`src/rtl/txpcs_pkg.sv`:
```
package txpcs_pkg;

    localparam int NIB_W  = 4;
    localparam int CODE_W = NIB_W + 1;

    typedef logic [CODE_W-1:0] code_t;
    typedef logic [NIB_W-1:0]  nib_t;

    localparam code_t SYM_IDLE = 5'b11111;
    localparam code_t SYM_J    = 5'b11000;
    localparam code_t SYM_K    = 5'b10001;
    localparam code_t SYM_T    = 5'b01101;
    localparam code_t SYM_R    = 5'b00111;
    localparam code_t SYM_H    = 5'b00100;

    typedef enum logic [1:0] {
        ST_IDLE   = 2'd0,
        ST_SEND_K = 2'd1,
        ST_DATA   = 2'd2,
        ST_SEND_R = 2'd3
    } tx_state_e;

endpackage

```
`src/rtl/txpcs_nibble_map.sv`:
```
module txpcs_nibble_map
    import txpcs_pkg::*;
(
    input  nib_t  nib,
    output code_t sym
);

    // 4B/5B data code groups
    always_comb begin
        unique case (nib)
            4'h0: sym = 5'b11110;
            4'h1: sym = 5'b01001;
            4'h2: sym = 5'b10100;
            4'h3: sym = 5'b10101;
            4'h4: sym = 5'b01010;
            4'h5: sym = 5'b01011;
            4'h6: sym = 5'b01110;
            4'h7: sym = 5'b01111;
            4'h8: sym = 5'b10010;
            4'h9: sym = 5'b10011;
            4'hA: sym = 5'b10110;
            4'hB: sym = 5'b10111;
            4'hC: sym = 5'b11010;
            4'hD: sym = 5'b11011;
            4'hE: sym = 5'b11100;
            default: sym = 5'b11101;
        endcase
    end

endmodule

```
`src/rtl/txpcs_framer.sv`:
```
module txpcs_framer
    import txpcs_pkg::*;
(
    input  logic  clk,
    input  logic  rst_n,
    input  logic  tx_en,
    input  logic  tx_er,
    input  nib_t  txd,
    input  logic  bypass,
    output code_t code_q
);

    tx_state_e state_q;
    tx_state_e state_d;
    code_t     code_d;
    code_t     data_sym;

    txpcs_nibble_map u_map (
        .nib (txd),
        .sym (data_sym)
    );

    // next state and next symbol
    always_comb begin
        state_d = state_q;
        code_d  = SYM_IDLE;
        if (bypass) begin
            state_d = ST_IDLE;                 // transition: bypass
            code_d  = {tx_er, txd};
        end else begin
            unique case (state_q)
                ST_IDLE: begin
                    if (tx_en) begin
                        state_d = ST_SEND_K;   // transition: start
                        code_d  = SYM_J;
                    end else begin
                        code_d  = SYM_IDLE;
                    end
                end
                ST_SEND_K: begin
                    state_d = ST_DATA;         // transition: open
                    code_d  = SYM_K;
                end
                ST_DATA: begin
                    if (tx_en) begin
                        code_d = tx_er ? SYM_H : data_sym;
                    end else begin
                        state_d = ST_SEND_R;   // transition: close
                        code_d  = SYM_T;
                    end
                end
                ST_SEND_R: begin
                    state_d = ST_IDLE;         // transition: rest
                    code_d  = SYM_R;
                end
                default: begin
                    state_d = ST_IDLE;
                    code_d  = SYM_IDLE;
                end
            endcase
        end
    end

    // state register
    always_ff @(posedge clk or negedge rst_n) begin
        if (!rst_n) state_q <= ST_IDLE;
        else        state_q <= state_d;
    end

    // output register
    always_ff @(posedge clk or negedge rst_n) begin
        if (!rst_n) code_q <= SYM_IDLE;
        else        code_q <= code_d;
    end

    a_r2_idle_fill: assert property (@(posedge clk) disable iff (!rst_n)
        (state_q == ST_IDLE && !tx_en && !bypass) |=> code_q == SYM_IDLE);

    a_r3_start_j: assert property (@(posedge clk) disable iff (!rst_n)
        (state_q == ST_IDLE && tx_en && !bypass) |=> (code_q == SYM_J && state_q == ST_SEND_K));

    a_r3_then_k: assert property (@(posedge clk) disable iff (!rst_n)
        (state_q == ST_SEND_K && !bypass) |=> code_q == SYM_K);

    a_r5_err_sym: assert property (@(posedge clk) disable iff (!rst_n)
        (state_q == ST_DATA && tx_en && tx_er && !bypass) |=> code_q == SYM_H);

    a_r6_close_t: assert property (@(posedge clk) disable iff (!rst_n)
        (state_q == ST_DATA && !tx_en && !bypass) |=> (code_q == SYM_T && state_q == ST_SEND_R));

    a_r6_rest_r: assert property (@(posedge clk) disable iff (!rst_n)
        (state_q == ST_SEND_R && !bypass) |=> (code_q == SYM_R && state_q == ST_IDLE));

    a_r7_raw_pass: assert property (@(posedge clk) disable iff (!rst_n)
        bypass |=> (code_q == {$past(tx_er), $past(txd)} && state_q == ST_IDLE));

endmodule

```
`src/rtl/txpcs_carrier.sv`:
```
module txpcs_carrier (
    input  logic clk,
    input  logic rst_n,
    input  logic tx_en,
    input  logic rx_active,
    input  logic half_duplex,
    output logic crs,
    output logic col
);

    logic tx_counts;

    // transmit activity contributes to carrier only in half duplex
    assign tx_counts = half_duplex & tx_en;

    always_ff @(posedge clk or negedge rst_n) begin
        if (!rst_n) begin
            crs <= 1'b0;
            col <= 1'b0;
        end else begin
            crs <= rx_active | tx_counts;
            col <= tx_counts & rx_active;
        end
    end

    a_r8_rx_raises: assert property (@(posedge clk) disable iff (!rst_n)
        rx_active |=> crs);

    a_r8_full_quiet: assert property (@(posedge clk) disable iff (!rst_n)
        (!half_duplex && !rx_active) |=> !crs);

    a_r9_full_nocol: assert property (@(posedge clk) disable iff (!rst_n)
        !half_duplex |=> !col);

    a_r9_half_col: assert property (@(posedge clk) disable iff (!rst_n)
        (half_duplex && tx_en && rx_active) |=> col);

endmodule

```
`src/rtl/txpcs_encoder.sv`:
```
module txpcs_encoder
    import txpcs_pkg::*;
(
    input  logic              clk,
    input  logic              rst_n,
    input  logic              tx_en,
    input  logic              tx_er,
    input  logic [NIB_W-1:0]  txd,
    input  logic              rx_active,
    input  logic              half_duplex,
    input  logic              pcs_bypass,
    input  logic              fiber_mode,
    output logic [CODE_W-1:0] code_grp,
    output logic              crs,
    output logic              col,
    output logic              scram_skip
);

    code_t code_w;

    txpcs_framer u_framer (
        .clk    (clk),
        .rst_n  (rst_n),
        .tx_en  (tx_en),
        .tx_er  (tx_er),
        .txd    (txd),
        .bypass (pcs_bypass),
        .code_q (code_w)
    );

    assign code_grp = code_w;

    txpcs_carrier u_carrier (
        .clk         (clk),
        .rst_n       (rst_n),
        .tx_en       (tx_en),
        .rx_active   (rx_active),
        .half_duplex (half_duplex),
        .crs         (crs),
        .col         (col)
    );

    // fiber links skip scrambling downstream
    always_ff @(posedge clk or negedge rst_n) begin
        if (!rst_n) scram_skip <= 1'b0;
        else        scram_skip <= fiber_mode;
    end

    a_r10_skip_on: assert property (@(posedge clk) disable iff (!rst_n)
        fiber_mode |=> scram_skip);

    a_r10_skip_off: assert property (@(posedge clk) disable iff (!rst_n)
        !fiber_mode |=> !scram_skip);

endmodule

```
`config.mk`:
```
export PLATFORM = sky130hd
export DESIGN_NAME = txpcs_encoder
export DESIGN_NICKNAME = d
export VERILOG_FILES = /design/src/rtl/txpcs_pkg.sv /design/src/rtl/txpcs_nibble_map.sv /design/src/rtl/txpcs_framer.sv /design/src/rtl/txpcs_carrier.sv /design/src/rtl/txpcs_encoder.sv
export SDC_FILE = /design/constraint.sdc
export NUM_CORES = 1
export LEC_CHECK = 0
export BUFFER_PORTS_ARGS = -buffer_cell sky130_fd_sc_hd__buf_4
export CORE_MARGIN = 5
export CORE_UTILIZATION = 30
export CTS_CLUSTER_DIAMETER = 120
export DETAILED_ROUTE_END_ITERATION = 6
export SETUP_SLACK_MARGIN = 0.02
export SYNTH_ARGS = -nofsm -noshare
export SYNTH_HDL_FRONTEND = slang
export SYNTH_SLANG_ARGS = --single-unit
```
`constraint.sdc`:
```
create_clock -name clk -period 1.6 [get_ports clk]
set_input_delay 0.32 -clock clk [delete_from_list [all_inputs] [get_ports clk]]
set_output_delay 0.32 -clock clk [all_outputs]
set_load 0.05 [all_outputs]
```
; ---- Word-level counts from Yosys, hierarchy flattened
; Memory sizes are Yosys's and may differ from the RTL's.
; Index checks and enable logic that the tools add are counted.
[classes]
n_eq_ne = 5
bitwise = 3
n_mux = 9
n_reduce_logical = 2
[ops]
columns = cell, count
row1 = one-hot mux 5 bit (4 select lines), 1
row2 = two-way mux 5 bit, 3
row3 = one-hot mux 2 bit (4 select lines), 1
row4 = two-way mux 2 bit, 3
row5 = "!= test 3 bit, second input constant", 2
row6 = "== test 2 bit, second input constant", 2
row7 = two-way mux 3 bit, 1
row8 = bitwise AND 1 bit, 2
row9 = "== test 2 x 1 -> 1 bit, second input constant", 1
row10 = logical NOT 2 bit, 1
row11 = AND reduction 2 bit, 1
row12 = OR 1 bit, 1
[word_totals]
rom_bits = 80
register_bits = 10
n_memories = 1
output_inout_bits = 8
[memory_table]
columns = name, words, width, rd, rd_ports_with_merged_regs, wr, line_no
row1 = (name not given), 16, 5, 1, 0, 0, txpcs_nibble_map.sv:10  ; unique case (nib)

; ---- Longest topological paths before layout
; An unclocked memory read counts as a cell.
[logic_depth]
word_depth = 5
depth_mapped = 6
ltp_nobuf = 6

; ---- By module
; A second synthesis with hierarchy kept.
[unflattened]
hier_cells = 61
area_unflattened_um2 = 604.3
[modules_own_cells]
columns = mod, n_inst, area_per_inst_um2, cells_per_inst
row1 = txpcs_framer, 1, 450.4, 47
row2 = txpcs_nibble_map, 1, 65.1, 9
row3 = txpcs_carrier, 1, 63.8, 4
row4 = txpcs_encoder, 1, 25.0, 1

; ---- Worst setup path after synthesis
; Ideal clock, no wire load.
[synth_timing]
path_type = register to register
from = register u_framer.state_q[0]
to = register u_framer.code_q[1]
path_stages_with_launch = 6
n_path_buf = 0
setup_slack_ns = 0.173
arrival_time_ns = 1.339
period_less_slack_ns = 1.427
path_cell_list = dfrtp_1 -> inv_1 -> ha_1 -> nand3_1 -> a221o_1 -> a221oi_2
[synth_between]
elab_chain_len = 3
[synth_rtl]
columns = item, line_no
row1 = "start, declared", txpcs_framer.sv:13  ; tx_state_e state_q;
row2 = "start signal, assigned", txpcs_framer.sv:67  ; else state_q <= state_d;
row3 = "== test 2 bit, or another cell as far along", txpcs_framer.sv:31  ; unique case (state_q)
row4 = one-hot mux 5 bit (4 select lines) *, txpcs_framer.sv:31
row5 = two-way mux 5 bit *, txpcs_framer.sv:27  ; if (bypass) begin
row6 = via u_framer.code_d[1], txpcs_framer.sv:15  ; code_t code_d;
row7 = "end signal, assigned", txpcs_framer.sv:73  ; else code_q <= code_d;
row8 = "end, declared", txpcs_framer.sv:10  ; output code_t code_q
; Mark *: on every way through the listed nets, which the timed path passes. The rest lies on a longest branch.
; A chain may end at the register's enable or synchronous reset.

; ---- Worst setup path in the final report
[layout_timing]
from = register u_framer.state_q[1]
to = register u_framer.code_q[2]
; The elaborated chain is that of the path after synthesis.

==> summary.md <==
* status: complete, no violations
* startpoint type of the worst setup path: register
* First-pass DRT Iterations: 4
* internal power summed over all cells: 722.1 uW
* total power per unit cell area: 1469 nW/um^2
* number of nets with antenna violations after routing: 0
* initial antenna violation count: 0
* worst-skew pair later-pin latency: 260 ps
* cell area after synthesis: 565.5 um^2
* input/output buffers: 19
* Max IR drop VDD: 0.5519 mV
* IO Count: 20
* slowest CP cell: dfrtp_2
* total gr overflow: 0
* part of the Yosys area used for sequential elements: 0.4535
* non-filler cells in the finished layout: 109
* GP Congestion: 0.7069
* Syn Nets: 75
* Std-Cell Core Area: 1764 um^2
* reg-to-reg critical path startpoint: u_framer.state_q[1]$_DFFE_PN0P_
* mux cell area share after synthesis: 0.01770
* crit share post-route: 0.9137
* Switch Pwr: 483.5 uW
* Antenna Cells: 0
* placed cell count: 104
* fraction of final layout cells sized beyond drive strength 1: 0.4405
* upper clock frequency limit: 0.6840 GHz
* total routing usage reported by global routing: 0.09655
* actual transition at the worst max-transition pin: 393.7 ps
* xor/xnor cell area share of the yosys netlist: 0.01549
* synthesized-area fraction occupied by adder cells: 0.08850
* async set-or-reset flop fraction in the synthesized netlist: 1.000
* reg2reg end: u_framer.code_q[2]$_DFF_PN1_
* total via count after detailed routing: 514
* Routed WL: 1239 um
* multi-input gate area in the final layout: 289.0 um^2
* delay-heaviest family, CP: flip-flops
* CP max FO: 6
* number of enable flip-flop cells after synthesis: 0
* worst hold path class: primary input to register
* sequential cell area in the final layout: 259.0 um^2
* ranking of synthesized cells by instance count: inv_1, dfrtp_1, dfstp_2
* CTS tree: yes
* effective utilization at floorplan: 0.3206
* data arrival time of the critical path: 1630 ps
* max-capacitance violation count: 0
* Site Rows: 15
* flip-flop and latch count after synthesis: 10
* clock skew after layout: 5.651 ps
* category of the worst setup path capture point: register
* dominant combinational cell family by area after synthesis: compound AO/OA/AOI/OAI gates
* Buffers & Inverters on Critical Path: 2
* slew margin rel.: 0.7341
* clk root buf: clkbuf_4
* count of nets after finishing: 101
* H-tree Lvls: 1
* proportion of power drawn by flip-flops and latches: 0.325
* type of the worst setup path: register to register
* endpoint required time on the critical path: 1770 ps
* smallest setup slack after layout: 138.1 ps
* top_reg_cell synth: dfstp_2
* area share of the largest cell type after synthesis: 0.2323
* routed length per instance: 11.37 um
* height of the chip: 53.42 um
* yosys warns: 0
* CTS clock-pin slew for the worst setup and hold paths: 70 ps
* dominant cells by area after synthesis: dfstp_2, dfrtp_1, ha_1
* vias per inst: 4.716
* post-synthesis cell type with the largest combined area: dfstp_2
* number of global-route vias before repair: 508
* Area Overhead vs Synth: 45.13%
* Logic pwr share: 0.491
* setup total negative slack: 0 ps
* area of the die: 2854 um^2
* Clock Path Buffers: 2
* endpoint of the most critical setup path: u_framer.code_q[2]$_DFF_PN1_
* first-pass GRT wire length: 1994 um
* number of filler instances in the final layout: 195
* DR iter-0 viols: 5
* largest net degree at the start of global routing: 13
* detailed placer's ending HPWL: 1000 um
* cell with the most instances after synthesis: inv_1
* Mean Syn Cell Area: 9.585 um^2
* setup slack after placement: 59.04 ps
* worst slack on hold paths: 161.9 ps
* count of pins over their slew limit: 0
* Clock power frac: 0.184
* Num CTS Buffers: 3
* cell count of the worst reg-to-reg path: 6
* Clock Sinks: 10
* series of cell instances along the critical path: inv_1, ha_1, nor2b_1, nor3_1, buf_4, a221oi_2
* shortest clock period the worst path allows after layout: 1462 ps
* total count of hold-check failures in the final report: 0
* postcts setup bufs: 0
* die outline width: 53.42 um
* unrepaired setup endpoints after global routing: false
* switching share of total power: 0.4011
* Setup violations, final: 0
* leakage dissipation: 0.3856 nW
* compound-gate portion of the synthesized area: 0.2257
* launch point of the critical path: u_framer.state_q[1]$_DFFE_PN0P_
* number of DRC violations after detailed routing: 0
* Synth cell types: 25
* synthesized instance count: 59
* Crit path depth: 6
* FF-to-FF setup slack: 140 ps
* Synth Area in Simple Gates: 0.1305
* max incr delay on CP: 450 ps
## per-layer routing
metal  part of all wire  vias up  track usage
met5                  0        -            0
met4                  0        0      0.06383
met2               0.47       20       0.1612
li1                   -      259            -
met3              0.084        0      0.01127
met1               0.44      235       0.1141
## cells in the final DEF (no fill, tap or decap), types with 2 or more instances in the layout
master / netlist / routed
buf_4: 0 / 22
inv_1: 8 / 7
dfstp_2: 5 / 5
nor3_1: 4 / 4
nand2_1: 4 / 4
nor2_1: 4 / 4
o21ai_0: 4 / 4
ha_1: 4 / 3
clkbuf_4: 0 / 3
dfrtp_1: 5 / 3
nor2b_1: 2 / 2
o41ai_1: 2 / 2
a221oi_2: 1 / 2
a31oi_1: 2 / 2
a21o_1: 2 / 2
dfrtp_2: 0 / 2
## stage by stage
step                      power, mW  cell area, um^2    util
final                         1.206            820.8  0.4652
after global routing          1.300            820.8  0.4652
after CTS                     1.183            799.5  0.4532
after detailed placement     0.9590            753.2  0.4270
after global placement       0.9528            753.2  0.4270
after floorplan              0.7725            565.5       -
## final cells by class
cell class                      instances  area share
Multi-Input combinational cell         39      0.3521
Sequential cell                        10      0.3155
Timing Repair Buffer                   23      0.2134
Clock buffer                            4     0.04421
Tap cell                               25     0.03811
Inverter                                8     0.03659
## registers in the layout, summed over array words and instances, names as in the netlist
signal            cells
scram_skip            1
u_carrier.crs         1
u_carrier.col         1
u_framer.code_q       5
u_framer.state_q      2
## cell families (layout without fill, tap and decap cells)
group,after synthesis,in the layout
AO/OA/AOI/OAI,17,17
buffers and inverters,10,35
AND/OR/NAND/NOR,16,16
multiplexers,1,1
adder cells (fa/ha/maj),4,4
XOR/XNOR,1,1
flip-flops,10,10
## how the worst min path moves through the flow
| stage | start | to | slack (ps) | cells after the start |
|---|---|---|---|---|
| 3_5_place_dp | rst_n | scram_skip$_DFF_PN0_ | 150 | 1 |
| 6_report | fiber_mode | scram_skip$_DFF_PN0_ | 160 | 1 |
| 2_1_floorplan | rst_n | scram_skip$_DFF_PN0_ | 20 | 0 |
| 3_3_place_gp | rst_n | scram_skip$_DFF_PN0_ | 150 | 1 |
| 5_1_grt | fiber_mode | scram_skip$_DFF_PN0_ | 160 | 1 |
| 4_1_cts | fiber_mode | scram_skip$_DFF_PN0_ | 160 | 1 |
## power groups by stage
| stage | clock network, mW | logic [mW] | registers [mW] |
|---|---|---|---|
| floorplan | 0 | 0.233 | 0.539 |
| global placement | 0 | 0.567 | 0.385 |
| detailed placement | 0 | 0.571 | 0.388 |
| CTS | 0.225 | 0.575 | 0.383 |
| global route | 0.236 | 0.662 | 0.401 |
| finish | 0.222 | 0.592 | 0.392 |
## what timing repair did
action | 4_1_cts | 5_1_grt
gates resized for setup | 0 | 6
hold buffers | 1 | 0
setup endpoints to repair | 0 | 4
hold endpoints to repair | 5 | 0
Note: power is estimated with default switching activity, not from simulation.
